--- config.mk ---
export PLATFORM = sky130hd
export DESIGN_NAME = tw_frame_master
export DESIGN_NICKNAME = d
export VERILOG_FILES = /design/src/rtl/tw_pkg.sv /design/src/rtl/tw_tick.sv /design/src/rtl/tw_pulse.sv /design/src/rtl/tw_seq.sv /design/src/rtl/tw_frame_master.sv
export SDC_FILE = /design/constraint.sdc
export NUM_CORES = 1
export LEC_CHECK = 0
export ABC_AREA = 1
export ABC_CLOCK_PERIOD_IN_PS = 2800
export BUFFER_PORTS_ARGS = -buffer_cell sky130_fd_sc_hd__buf_4
export CAP_MARGIN = 20
export CORE_MARGIN = 2
export CORE_UTILIZATION = 54
export CTS_BUF_LIST = sky130_fd_sc_hd__clkbuf_8
export DETAILED_ROUTE_END_ITERATION = 7
export GPL_TIMING_DRIVEN = 0
export PLACE_DENSITY = 0.75
export SYNTH_ARGS = -nofsm -noshare
export SYNTH_HDL_FRONTEND = slang
export SYNTH_SLANG_ARGS = --single-unit
export TNS_END_PERCENT = 20
--- constraint.sdc ---
create_clock -name clk -period 2.8 [get_ports clk]
set_clock_uncertainty 0.2 [all_clocks]
set_input_delay 0.42 -clock clk [delete_from_list [all_inputs] [get_ports clk]]
set_output_delay 0.42 -clock clk [all_outputs]
set_load 0.05 [all_outputs]
--- src/rtl/tw_pkg.sv ---
package tw_pkg;

    localparam int unsigned BYTE_W = 8;

    typedef enum logic [2:0] {
        OP_RD_DATA = 3'd0,
        OP_WR_DATA = 3'd1,
        OP_RD_ADDR = 3'd2,
        OP_WR_ADDR = 3'd3,
        OP_RESET   = 3'd4
    } tw_op_e;

    typedef enum logic [3:0] {
        FLD_IDLE,
        FLD_OPEN,
        FLD_CODE,
        FLD_LEN,
        FLD_TX,
        FLD_RX,
        FLD_WAIT,
        FLD_CLOSE,
        FLD_RST,
        FLD_DONE
    } tw_fld_e;

    typedef enum logic [1:0] {
        PH_IDLE,
        PH_LOW,
        PH_HIGH
    } tw_ph_e;

    function automatic logic op_legal(input logic [2:0] op);
        return op <= OP_RESET;
    endfunction

    function automatic logic op_is_data(input logic [2:0] op);
        return (op == OP_RD_DATA) || (op == OP_WR_DATA);
    endfunction

    function automatic logic op_reads_byte(input logic [2:0] op);
        return (op == OP_RD_DATA) || (op == OP_RD_ADDR);
    endfunction

endpackage

--- src/rtl/tw_tick.sv ---
module tw_tick #(
    parameter int unsigned TICKS_PER_US = 100
) (
    input  logic clk,
    input  logic rst,
    input  logic clr,
    output logic tick
);
    localparam int unsigned CW = (TICKS_PER_US > 1) ? $clog2(TICKS_PER_US) : 1;

    logic [CW-1:0] cnt;

    assign tick = (cnt == CW'(TICKS_PER_US - 1));

    always_ff @(posedge clk) begin
        if (rst || clr) begin
            cnt <= '0;
        end else if (tick) begin
            cnt <= '0;
        end else begin
            cnt <= cnt + CW'(1);
        end
    end
endmodule

--- src/rtl/tw_pulse.sv ---
module tw_pulse
    import tw_pkg::*;
#(
    parameter int unsigned TICKS_PER_US = 100,
    parameter int unsigned USW          = 5
) (
    input  logic           clk,
    input  logic           rst,
    input  logic           start,
    input  logic [USW-1:0] low_us,
    input  logic [USW-1:0] high_us,
    output logic           ck_low,
    output logic           slot_end
);
    tw_ph_e         ph;
    logic [USW-1:0] us_cnt;
    logic [USW-1:0] lo_q;
    logic [USW-1:0] hi_q;
    logic           tick;
    logic           phase_done;

    tw_tick #(.TICKS_PER_US(TICKS_PER_US)) u_tick (
        .clk  (clk),
        .rst  (rst),
        .clr  (start),
        .tick (tick)
    );

    assign phase_done = tick &&
        (us_cnt == (((ph == PH_LOW) ? lo_q : hi_q) - USW'(1)));
    assign ck_low   = (ph == PH_LOW);
    assign slot_end = (ph == PH_HIGH) && phase_done;

    always_ff @(posedge clk) begin
        if (rst) begin
            ph     <= PH_IDLE;
            us_cnt <= '0;
            lo_q   <= '0;
            hi_q   <= '0;
        end else if (start) begin
            ph     <= PH_LOW;
            us_cnt <= '0;
            lo_q   <= low_us;
            hi_q   <= high_us;
        end else if ((ph != PH_IDLE) && tick) begin
            if (phase_done) begin
                us_cnt <= '0;
                ph     <= (ph == PH_LOW) ? PH_HIGH : PH_IDLE;
            end else begin
                us_cnt <= us_cnt + USW'(1);
            end
        end
    end

    // Independent cycle counter of the clock-low phase, for the width check.
    logic [15:0] low_cycles;
    always_ff @(posedge clk) begin
        if (rst || (ph != PH_LOW)) begin
            low_cycles <= '0;
        end else begin
            low_cycles <= low_cycles + 16'd1;
        end
    end

    // Low width of strobes (and of the reset pulse, R3) is exact.
    assert_low_width_R2: assert property (@(posedge clk) disable iff (rst)
        (ck_low && !start && tick && (us_cnt == lo_q - USW'(1)))
        |-> ((32'(low_cycles) + 32'd1) == (32'(lo_q) * TICKS_PER_US)));

    assert_start_when_idle_R2: assert property (@(posedge clk) disable iff (rst)
        start |-> (ph == PH_IDLE));
endmodule

--- src/rtl/tw_seq.sv ---
module tw_seq
    import tw_pkg::*;
#(
    parameter int unsigned WAIT_TRIES  = 20,
    parameter int unsigned STB_LOW_US  = 1,
    parameter int unsigned STB_HIGH_US = 1,
    parameter int unsigned RST_LOW_US  = 25,
    parameter int unsigned RST_TAIL_US = 1,
    parameter int unsigned USW         = 5
) (
    input  logic              clk,
    input  logic              rst,
    input  logic              accept,
    input  logic [2:0]        op_in,
    input  logic [BYTE_W-1:0] byte_in,
    input  logic              slot_end,
    input  logic              sdi,
    output logic              start,
    output logic [USW-1:0]    lo_us,
    output logic [USW-1:0]    hi_us,
    output logic              drv_oe,
    output logic              drv_val,
    output logic              busy,
    output logic              done,
    output logic              err,
    output logic [BYTE_W-1:0] rd_byte
);
    localparam int unsigned TW = $clog2(WAIT_TRIES + 1);

    tw_fld_e           fld;
    tw_fld_e           nxt_fld;
    logic [2:0]        op_q;
    logic [BYTE_W-1:0] wr_q;
    logic [BYTE_W-1:0] rd_q;
    logic [2:0]        idx;
    logic [2:0]        nxt_idx;
    logic [TW-1:0]     tries;
    logic              start_q;
    logic              err_q;
    logic              nxt_err;

    always_comb begin
        nxt_fld = fld;
        nxt_idx = idx + 3'd1;
        nxt_err = 1'b0;
        case (fld)
            FLD_OPEN: begin
                nxt_fld = FLD_CODE;
                nxt_idx = 3'd0;
            end
            FLD_CODE: begin
                if (idx == 3'd1) begin
                    nxt_idx = 3'd0;
                    if (op_is_data(op_q))       nxt_fld = FLD_LEN;
                    else if (op_q == OP_WR_ADDR) nxt_fld = FLD_TX;
                    else                         nxt_fld = FLD_RX;
                end
            end
            FLD_LEN: begin
                if (idx == 3'd1) begin
                    nxt_idx = 3'd0;
                    nxt_fld = (op_q == OP_WR_DATA) ? FLD_TX : FLD_WAIT;
                end
            end
            FLD_TX: begin
                if (idx == 3'd7) begin
                    nxt_idx = 3'd0;
                    nxt_fld = (op_q == OP_WR_DATA) ? FLD_WAIT : FLD_CLOSE;
                end
            end
            FLD_RX: begin
                if (idx == 3'd7) begin
                    nxt_idx = 3'd0;
                    nxt_fld = FLD_CLOSE;
                end
            end
            FLD_WAIT: begin
                nxt_idx = idx;
                if (sdi) begin
                    nxt_fld = (op_q == OP_RD_DATA) ? FLD_RX : FLD_CLOSE;
                end else if (tries == TW'(WAIT_TRIES - 1)) begin
                    nxt_fld = FLD_DONE;
                    nxt_err = 1'b1;
                end
            end
            FLD_CLOSE, FLD_RST: nxt_fld = FLD_DONE;
            default: nxt_fld = fld;
        endcase
    end

    always_ff @(posedge clk) begin
        if (rst) begin
            fld     <= FLD_IDLE;
            op_q    <= '0;
            wr_q    <= '0;
            rd_q    <= '0;
            idx     <= '0;
            tries   <= '0;
            start_q <= 1'b0;
            err_q   <= 1'b0;
        end else begin
            start_q <= 1'b0;
            err_q   <= 1'b0;
            case (fld)
                FLD_IDLE: begin
                    if (accept) begin
                        op_q    <= op_in;
                        wr_q    <= byte_in;
                        idx     <= '0;
                        tries   <= '0;
                        fld     <= (op_in == OP_RESET) ? FLD_RST : FLD_OPEN;
                        start_q <= 1'b1;
                    end
                end
                FLD_DONE: fld <= FLD_IDLE;
                default: begin
                    if (slot_end) begin
                        fld     <= nxt_fld;
                        idx     <= nxt_idx;
                        start_q <= (nxt_fld != FLD_DONE);
                        err_q   <= nxt_err;
                        if (fld == FLD_RX)              rd_q  <= {sdi, rd_q[BYTE_W-1:1]};
                        if ((fld == FLD_WAIT) && !sdi)  tries <= tries + TW'(1);
                    end
                end
            endcase
        end
    end

    assign start   = start_q;
    assign lo_us   = (fld == FLD_RST) ? USW'(RST_LOW_US)  : USW'(STB_LOW_US);
    assign hi_us   = (fld == FLD_RST) ? USW'(RST_TAIL_US) : USW'(STB_HIGH_US);
    assign drv_oe  = (fld == FLD_CODE) || (fld == FLD_LEN) || (fld == FLD_TX);
    assign drv_val = (fld == FLD_CODE) ? op_q[idx[0]] :
                     (fld == FLD_TX)   ? wr_q[idx]    : 1'b0;
    assign busy    = (fld != FLD_IDLE);
    assign done    = (fld == FLD_DONE);
    assign err     = err_q;
    assign rd_byte = rd_q;

    assert_err_with_done_R11: assert property (@(posedge clk) disable iff (rst)
        err |-> done);

    assert_done_single_R11: assert property (@(posedge clk) disable iff (rst)
        done |=> !done);

    assert_wait_bound_R10: assert property (@(posedge clk) disable iff (rst)
        (fld == FLD_WAIT) |-> (tries < TW'(WAIT_TRIES)));
endmodule

--- src/rtl/tw_frame_master.sv ---
module tw_frame_master
    import tw_pkg::*;
#(
    parameter int unsigned TICKS_PER_US = 100,
    parameter int unsigned STB_LOW_US   = 1,
    parameter int unsigned STB_HIGH_US  = 1,
    parameter int unsigned RST_LOW_US   = 25,
    parameter int unsigned RST_TAIL_US  = 1,
    parameter int unsigned WAIT_TRIES   = 20
) (
    input  logic       clk,
    input  logic       rst,
    input  logic       access_en,
    input  logic       req_valid,
    input  logic [2:0] req_op,
    input  logic [7:0] req_byte,
    output logic       busy,
    output logic       done,
    output logic       timeout_err,
    output logic [7:0] rd_byte,
    output logic       wire_ck_o,
    output logic       wire_ck_oe,
    output logic       wire_d_o,
    output logic       wire_d_oe,
    input  logic       wire_d_i
);
    localparam int unsigned MAX_A  = (RST_LOW_US > STB_LOW_US) ? RST_LOW_US : STB_LOW_US;
    localparam int unsigned MAX_B  = (RST_TAIL_US > STB_HIGH_US) ? RST_TAIL_US : STB_HIGH_US;
    localparam int unsigned MAX_US = (MAX_A > MAX_B) ? MAX_A : MAX_B;
    localparam int unsigned USW    = $clog2(MAX_US + 1);

    logic           ck_oe_q;
    logic           accept;
    logic           start;
    logic [USW-1:0] lo_us;
    logic [USW-1:0] hi_us;
    logic           ck_low;
    logic           slot_end;
    logic           drv_oe;
    logic           drv_val;
    logic           seq_busy;

    always_ff @(posedge clk) begin
        if (rst) ck_oe_q <= 1'b0;
        else     ck_oe_q <= access_en;
    end

    assign accept = req_valid && !seq_busy && ck_oe_q && op_legal(req_op);

    tw_pulse #(.TICKS_PER_US(TICKS_PER_US), .USW(USW)) u_pulse (
        .clk      (clk),
        .rst      (rst),
        .start    (start),
        .low_us   (lo_us),
        .high_us  (hi_us),
        .ck_low   (ck_low),
        .slot_end (slot_end)
    );

    tw_seq #(
        .WAIT_TRIES  (WAIT_TRIES),
        .STB_LOW_US  (STB_LOW_US),
        .STB_HIGH_US (STB_HIGH_US),
        .RST_LOW_US  (RST_LOW_US),
        .RST_TAIL_US (RST_TAIL_US),
        .USW         (USW)
    ) u_seq (
        .clk      (clk),
        .rst      (rst),
        .accept   (accept),
        .op_in    (req_op),
        .byte_in  (req_byte),
        .slot_end (slot_end),
        .sdi      (wire_d_i),
        .start    (start),
        .lo_us    (lo_us),
        .hi_us    (hi_us),
        .drv_oe   (drv_oe),
        .drv_val  (drv_val),
        .busy     (seq_busy),
        .done     (done),
        .err      (timeout_err),
        .rd_byte  (rd_byte)
    );

    assign busy       = seq_busy;
    assign wire_ck_o  = !ck_low;
    assign wire_ck_oe = ck_oe_q;
    assign wire_d_oe  = drv_oe && ck_oe_q;
    assign wire_d_o   = drv_val && wire_d_oe;

    assert_clk_high_on_enable_R1: assert property (@(posedge clk) disable iff (rst)
        $rose(wire_ck_oe) |-> (wire_ck_o && !wire_d_oe));

    assert_data_still_low_R7: assert property (@(posedge clk) disable iff (rst)
        (!wire_ck_o && !$past(wire_ck_o)) |-> ($stable(wire_d_o) && $stable(wire_d_oe)));

    assert_take_legal_only_R12: assert property (@(posedge clk) disable iff (rst)
        $rose(busy) |-> ($past(req_valid) && $past(wire_ck_oe) && ($past(req_op) <= 3'd4)));
endmodule

# ---- Word-level counts from Yosys, hierarchy flattened
# Cells that the tools add are included.
dict set report op_classes {
  add_sub_neg 5
  n_lt_le_gt_ge 3
  eq_ne 22
  mux 43
  bitwise 4
  n_reduce_logical 39
}
# cell count
set op_table {}
lappend op_table {{two-way mux 4 bit} 10}
lappend op_table {{two-way mux 5 bit} 6}
lappend op_table {{case mux 4 bit (7 select lines)} 1}
lappend op_table {{== test 4 x 3 -> 1 bit (second input constant)} 4}
lappend op_table {{two-way mux 1 bit} 13}
lappend op_table {{two-way mux 3 bit} 4}
lappend op_table {{case mux 3 bit (4 select lines)} 1}
lappend op_table {{OR reduction 2 bit} 6}
lappend op_table {{adder 5 x 1 -> 5 bit (second input constant)} 2}
lappend op_table {{case mux 5 bit (2 select lines)} 1}
lappend op_table {{nonzero test 2 bit} 5}
lappend op_table {{logical AND 1 bit} 9}
lappend op_table {{== test 4 x 2 -> 1 bit (second input constant)} 2}
lappend op_table {{== test 4 bit (second input constant)} 2}
lappend op_table {{case mux 4 bit (2 select lines)} 1}
lappend op_table {{AND reduction 2 bit} 4}
lappend op_table {{AND reduction 4 bit} 2}
lappend op_table {{adder 7 x 1 -> 7 bit (second input constant)} 1}
lappend op_table {{== test 7 bit (second input constant)} 1}
lappend op_table {{== test 3 x 1 -> 1 bit (second input constant)} 2}
lappend op_table {{== test 3 bit (second input constant)} 2}
lappend op_table {{two-way mux 2 bit} 3}
lappend op_table {{case mux 3 bit (2 select lines)} 1}
lappend op_table {{OR reduction 6 bit} 1}
lappend op_table {{23 further kinds} 32}
dict set report word_totals {
  ff_bits 54
  output_inout_bits 15
}

# ---- Depth between registers and ports, before layout
dict set report depth {
  word_depth 8
  mapped_depth 13
  mapped_depth_nobuf 13
}

# ---- Cells and area by module
# Synthesis repeated with hierarchy kept, for this count alone.
dict set report hier_totals {
  hier_cells 493
  hier_area_um2 3394.5
}
# mod instances cells_per_inst area_per_inst_um2 seq_area_each_um2
set modules_own_cells {}
lappend modules_own_cells {tw_seq 1 285 1973.1 660.6}
lappend modules_own_cells {tw_pulse 1 146 996.0 340.3}
lappend modules_own_cells {tw_tick 1 48 355.3 140.1}
lappend modules_own_cells {tw_frame_master 1 14 70.1 20.0}

# ---- Least setup slack after synthesis
# OpenSTA, ideal clock, no wires.
dict set report synth_timing {
  kind {reg-to-output}
  from {reg ck_oe_q, in the netlist wire_ck_oe}
  to {out wire_d_o}
  arrival_ns 1.685
  slack_ns 0.495
  path_stages_with_launch 3
  n_path_buf 0
  cell_sequence {dfxtp_1 o21ai_0 a21oi_1}
}
dict set report synth_between {
  elab_chain_len 2
}
# element line
set synth_lines {}
lappend synth_lines {{start: declaration} tw_frame_master.sv:32} ;# logic ck_oe_q;
lappend synth_lines {{start signal: assignment} tw_frame_master.sv:45} ;# else ck_oe_q <= access_en;
lappend synth_lines {{logical AND 1 bit} tw_frame_master.sv:89} ;# assign wire_d_oe = drv_oe && ck_oe_q;
lappend synth_lines {{logical AND 1 bit} tw_frame_master.sv:90} ;# assign wire_d_o = drv_val && wire_d_oe;
lappend synth_lines {{end: declaration} tw_frame_master.sv:23} ;# output logic wire_d_o,
# No other way between the ends.

# ---- Worst setup path after layout
dict set report layout_timing {
  from {reg u_pulse.ph[0]}
  to {reg u_seq.rd_q[3], in the netlist u_seq.rd_byte[3]}
}
dict set report layout_between {
  elab_chain_len 7
  word_cells_on_any_way 8
  cone_classes {1 x add/sub; 3 x eq/ne; 1 x mux; 3 x reduce/logical}
}
# element line
set layout_lines {}
lappend layout_lines {{start: declaration} tw_pulse.sv:15} ;# tw_ph_e ph;
lappend layout_lines {{start signal: assignment} tw_pulse.sv:48} ;# ph <= (ph == PH_LOW) ? PH_HIGH : PH_IDLE;
lappend layout_lines {{== test 2 x 1 -> 1 bit} tw_pulse.sv:30} ;# (us_cnt == (((ph == PH_LOW) ? lo_q : hi_q) - USW'(1)));
lappend layout_lines {{two-way mux 5 bit} tw_pulse.sv:30}
lappend layout_lines {{subtractor 5 x 1 -> 5 bit} tw_pulse.sv:30}
lappend layout_lines {{== test 5 bit} tw_pulse.sv:30}
lappend layout_lines {{logical AND 1 bit} tw_pulse.sv:29} ;# assign phase_done = tick &&
lappend layout_lines {{logical AND 1 bit (*)} tw_pulse.sv:32} ;# assign slot_end = (ph == PH_HIGH) && phase_done;
lappend layout_lines {{AND reduction 3 bit (no source line) (*)} -}
lappend layout_lines {{end signal: assignment} tw_seq.sv:122} ;# if (fld == FLD_RX) rd_q <= {sdi, rd_q[BYTE_W-1:1]};
lappend layout_lines {{end: declaration} tw_seq.sv:34} ;# logic [BYTE_W-1:0] rd_q;
# Mark *: on every way between the ends. The rest lies on a longest branch, timed or not.
# A chain may end at the register's enable or synchronous reset.

==> impl_metrics.csv <==
group,metric,value,unit
clock_tree,cts_buffer_depth,2,
synthesis,synth_warnings,0,
final_layout,final_util,0.647,
placement,place_area,2980,um^2
synthesis,synthCells,393,
placement,place_ws,0.317,ns
detailed_routing,route.detailed.drc,0,
timing,period_share,0.884,
power_and_ir_drop,peakVddDrop,0.425,mV
placement,dp_cells,489,
worst_setup_path,critical_path.cell_chain,"inv_1 > nor2_1 > nand2_1 > ha_1 > xnor2_1 > nand2_1 > nor2_1 > nand4_1 > nor2_1 > nand2_1 > o21ai_0 > nor2_1",
timing,rsz0062_at_grt,"no",
floorplan,io_pins,31,
worst_setup_path,crit_required,2.80,ns
detailed_routing,drt-initial-drc-count,138,
floorplan,die_area,5550,um^2
grt,antenna_found_initial,0,
worst_setup_path,crit_start,"u_pulse.ph[0]$_SDFFE_PP0P_",
synthesis,seq_area_frac_synth,0.373,
clock_tree,cts_setup_buffers,0,
synthesis,async_flop_share,0,
final_layout,areaGrowthSynthToFinish,14.7,%
final_layout,multiInputGateArea,1500,um^2
timing,worst_pin_slew,0.653,ns
final_layout,final_nets,452,
job,max-cap-violations,0,
synthesis,ys_ff_latch,50,
worst_setup_path,path_class,"reg2reg",
placement,finalWeightedCongestion,0.916,
grt,grt_usage,0.225,
power_and_ir_drop,powerDensity,646,nW/um^2
detailed_routing,via_per_inst,5.14,
floorplan,fp.dieW,74.5,um
worst_setup_path,cp_slowest_cell,"dfxtp_1",
worst_hold_path,worstHoldStart,"access_en",
worst_setup_path,crit_family,"simple AND/OR/NAND/NOR gates",
timing,setup_tns,0,ns
timing,hold_viol,0,
timing,setup_viol,0,
worst_setup_path,r2r-start,"u_pulse.ph[0]$_SDFFE_PP0P_",
final_layout,fin_area,3070,um^2
floorplan,dieHeight,74.5,um
final_layout,antennaDiodeCount,0,
grt,grt_pass1_vias,2228,
timing,fin_hold_ws,0.128,ns
worst_setup_path,crit_buf_inv,1,
floorplan,coreArea,4750,um^2
status,outcome,"complete, no violations",
synthesis,yosys-top-cells-area,"dfxtp_1, nor2_1, nand2_1",
synthesis,syn_area_per_cell,6.82,um^2
timing,fmax,404,MHz
floorplan,rows,25,
clock_tree,cts_root_buf,"clkbuf_8",
synthesis,syn_area,2680,um^2
worst_setup_path,cp_common_cell,"nor2_1",
synthesis,synth_fp_nets,416,
grt,grt_max_degree,15,
worst_hold_path,hp-class,"in2reg",
clock_tree,hold_buffers,0,
clock_tree,cts_tree,"built",
timing,layout_min_cycle_time,2.48,ns
worst_setup_path,critPathMaxStageDelay,0.34,ns
grt,grt_pass1_wl,9740,um
detailed_routing,drt_first_pass_iters,4,
clock_tree,cts_resized,0,
clock_tree,clock_latency,0.30,ns
detailed_routing,wl,5850,um
synthesis,netlist.area_leader.share,0.373,
clock_tree,clkTransAtPathRegs,0.09,ns
floorplan,start_util,0.564,
detailed_routing,antenna_left,0,
detailed_routing,wl_per_cell,11.8,um
timing,drv_slew,0,
power_and_ir_drop,p_total,1.99,mW
clock_tree,cts_made_buffers,5,
final_layout,final_layout_size_suffix_gt1_frac,0.130,
final_layout,nFillCells,473,
worst_setup_path,cp_data_arrival_time,2.48,ns
clock_tree,h-tree-depth,2,
placement,portBuffers,29,
final_layout,regArea,1000,um^2
grt,overflow,0,
timing,fin_ws,0.324,ns
worst_setup_path,cp-start-kind,"flop",
synthesis,ys_types,36,
detailed_routing,vias,2554,
clock_tree,cts_num_sinks,50,
final_layout,final_cells,497,
synthesis,synth_flop_cell,"dfxtp_1",
synthesis,synth_edf_count,0,
worst_setup_path,crit_path_max_fanout,8,
power_and_ir_drop,p_leak,1.29,nW
timing,slew_headroom,0.560,
placement,post-dp-hpwl,4490,um
synthesis,yosys.area.top_type,"dfxtp_1",
worst_setup_path,timing.critical_path.to_type,"flop",
## cells in the mapped netlist (3+ instances only)
library cell and count:
nor2_1 85, nand2_1 79, dfxtp_1 50, inv_1 33, o21ai_0 29, a21oi_1 27
nand3_1 20, nand4_1 10, ha_1 7, clkbuf_1 6, xor2_1 6, nand2_4 4
nor3_1 4, xnor2_1 4, nor2_2 3
## tightest hold or removal path, stage by stage
cell and delay [ns]:
buf_4 0.07, inv_1 0.03, nor2_1 0.07
## metal layers
metal / GRT usage / vias to the layer above / share of wire
li1: - / 1351 / -
met5: 0 / - / 0
met3: 0.0515 / 5 / 0.044
met2: 0.373 / 48 / 0.47
met4: 0.0496 / 0 / 0.0079
met1: 0.300 / 1150 / 0.48
## kinds of logic (layout without fill, tap and decap cells)
| group | after synthesis | after routing | share of synthesized area |
|---|---|---|---|
| xor gates and xnor gates | 10 | 10 | 0.0327 |
| DFF | 50 | 50 | 0.373 |
| adders and majority gates | 7 | 7 | 0.0327 |
| buffers and inverters | 45 | 82 | 0.0663 |
| and+or+nand+nor | 213 | 213 | 0.358 |
| AOI/OAI and AO/OA | 68 | 68 | 0.137 |
## report_power, final
part	switching [mW]	internal (mW)	total (mW)	leakage (nW)
logic	0.545	0.230	0.775	0.834
registers	0.0381	0.747	0.786	0.405
clock network	0.229	0.196	0.425	0.0524
## layout make-up
class | count | share of cell area
clock buffers | 6 | 0.0269
plain buffers | 8 | 0.0122
well taps | 67 | 0.0273
repair buffers | 29 | 0.0708
clock inverters | 2 | 0.00285
inverters | 37 | 0.0456
flip-flops and latches | 50 | 0.326
multi-input cells | 298 | 0.489
## flip-flops by register name, indices dropped and copies added, names as in the netlist
register	cells
u_seq.tries	5
u_pulse.lo_q	2
u_seq.rd_byte	8
u_seq.wr_q	8
u_seq.start	1
wire_ck_oe	1
u_seq.fld	4
u_pulse.us_cnt	5
u_seq.op_q	3
u_seq.err	1
u_pulse.u_tick.cnt	7
u_seq.idx	3
u_pulse.ph	2
## worst paths after layout
path         slack [ns]  depth (start not counted)                                to
max                0.32                         12     u_seq.rd_byte[3]$_SDFFE_PP0P_
min                0.13                          3             wire_ck_oe$_SDFF_PP0_
max reg2reg        0.32                         12     u_seq.rd_byte[3]$_SDFFE_PP0P_
min reg2reg        0.25                          1  u_pulse.u_tick.cnt[0]$_SDFF_PP0_
## cells in the final DEF (no fill, tap or decap), drive strengths merged, types with 2 or more instances in the layout
cell	n
nor2	90
o22ai	2
xnor2	4
nand2	84
ha	7
dfxtp	50
nor3	5
buf	31
clkinv	3
o21ai	30
a21oi	28
xor2	6
inv	36
o211ai	2
o31ai	2
nand4	11
clkbuf	12
nand3	21
No activity file was read; power rests on OpenSTA's default activity.
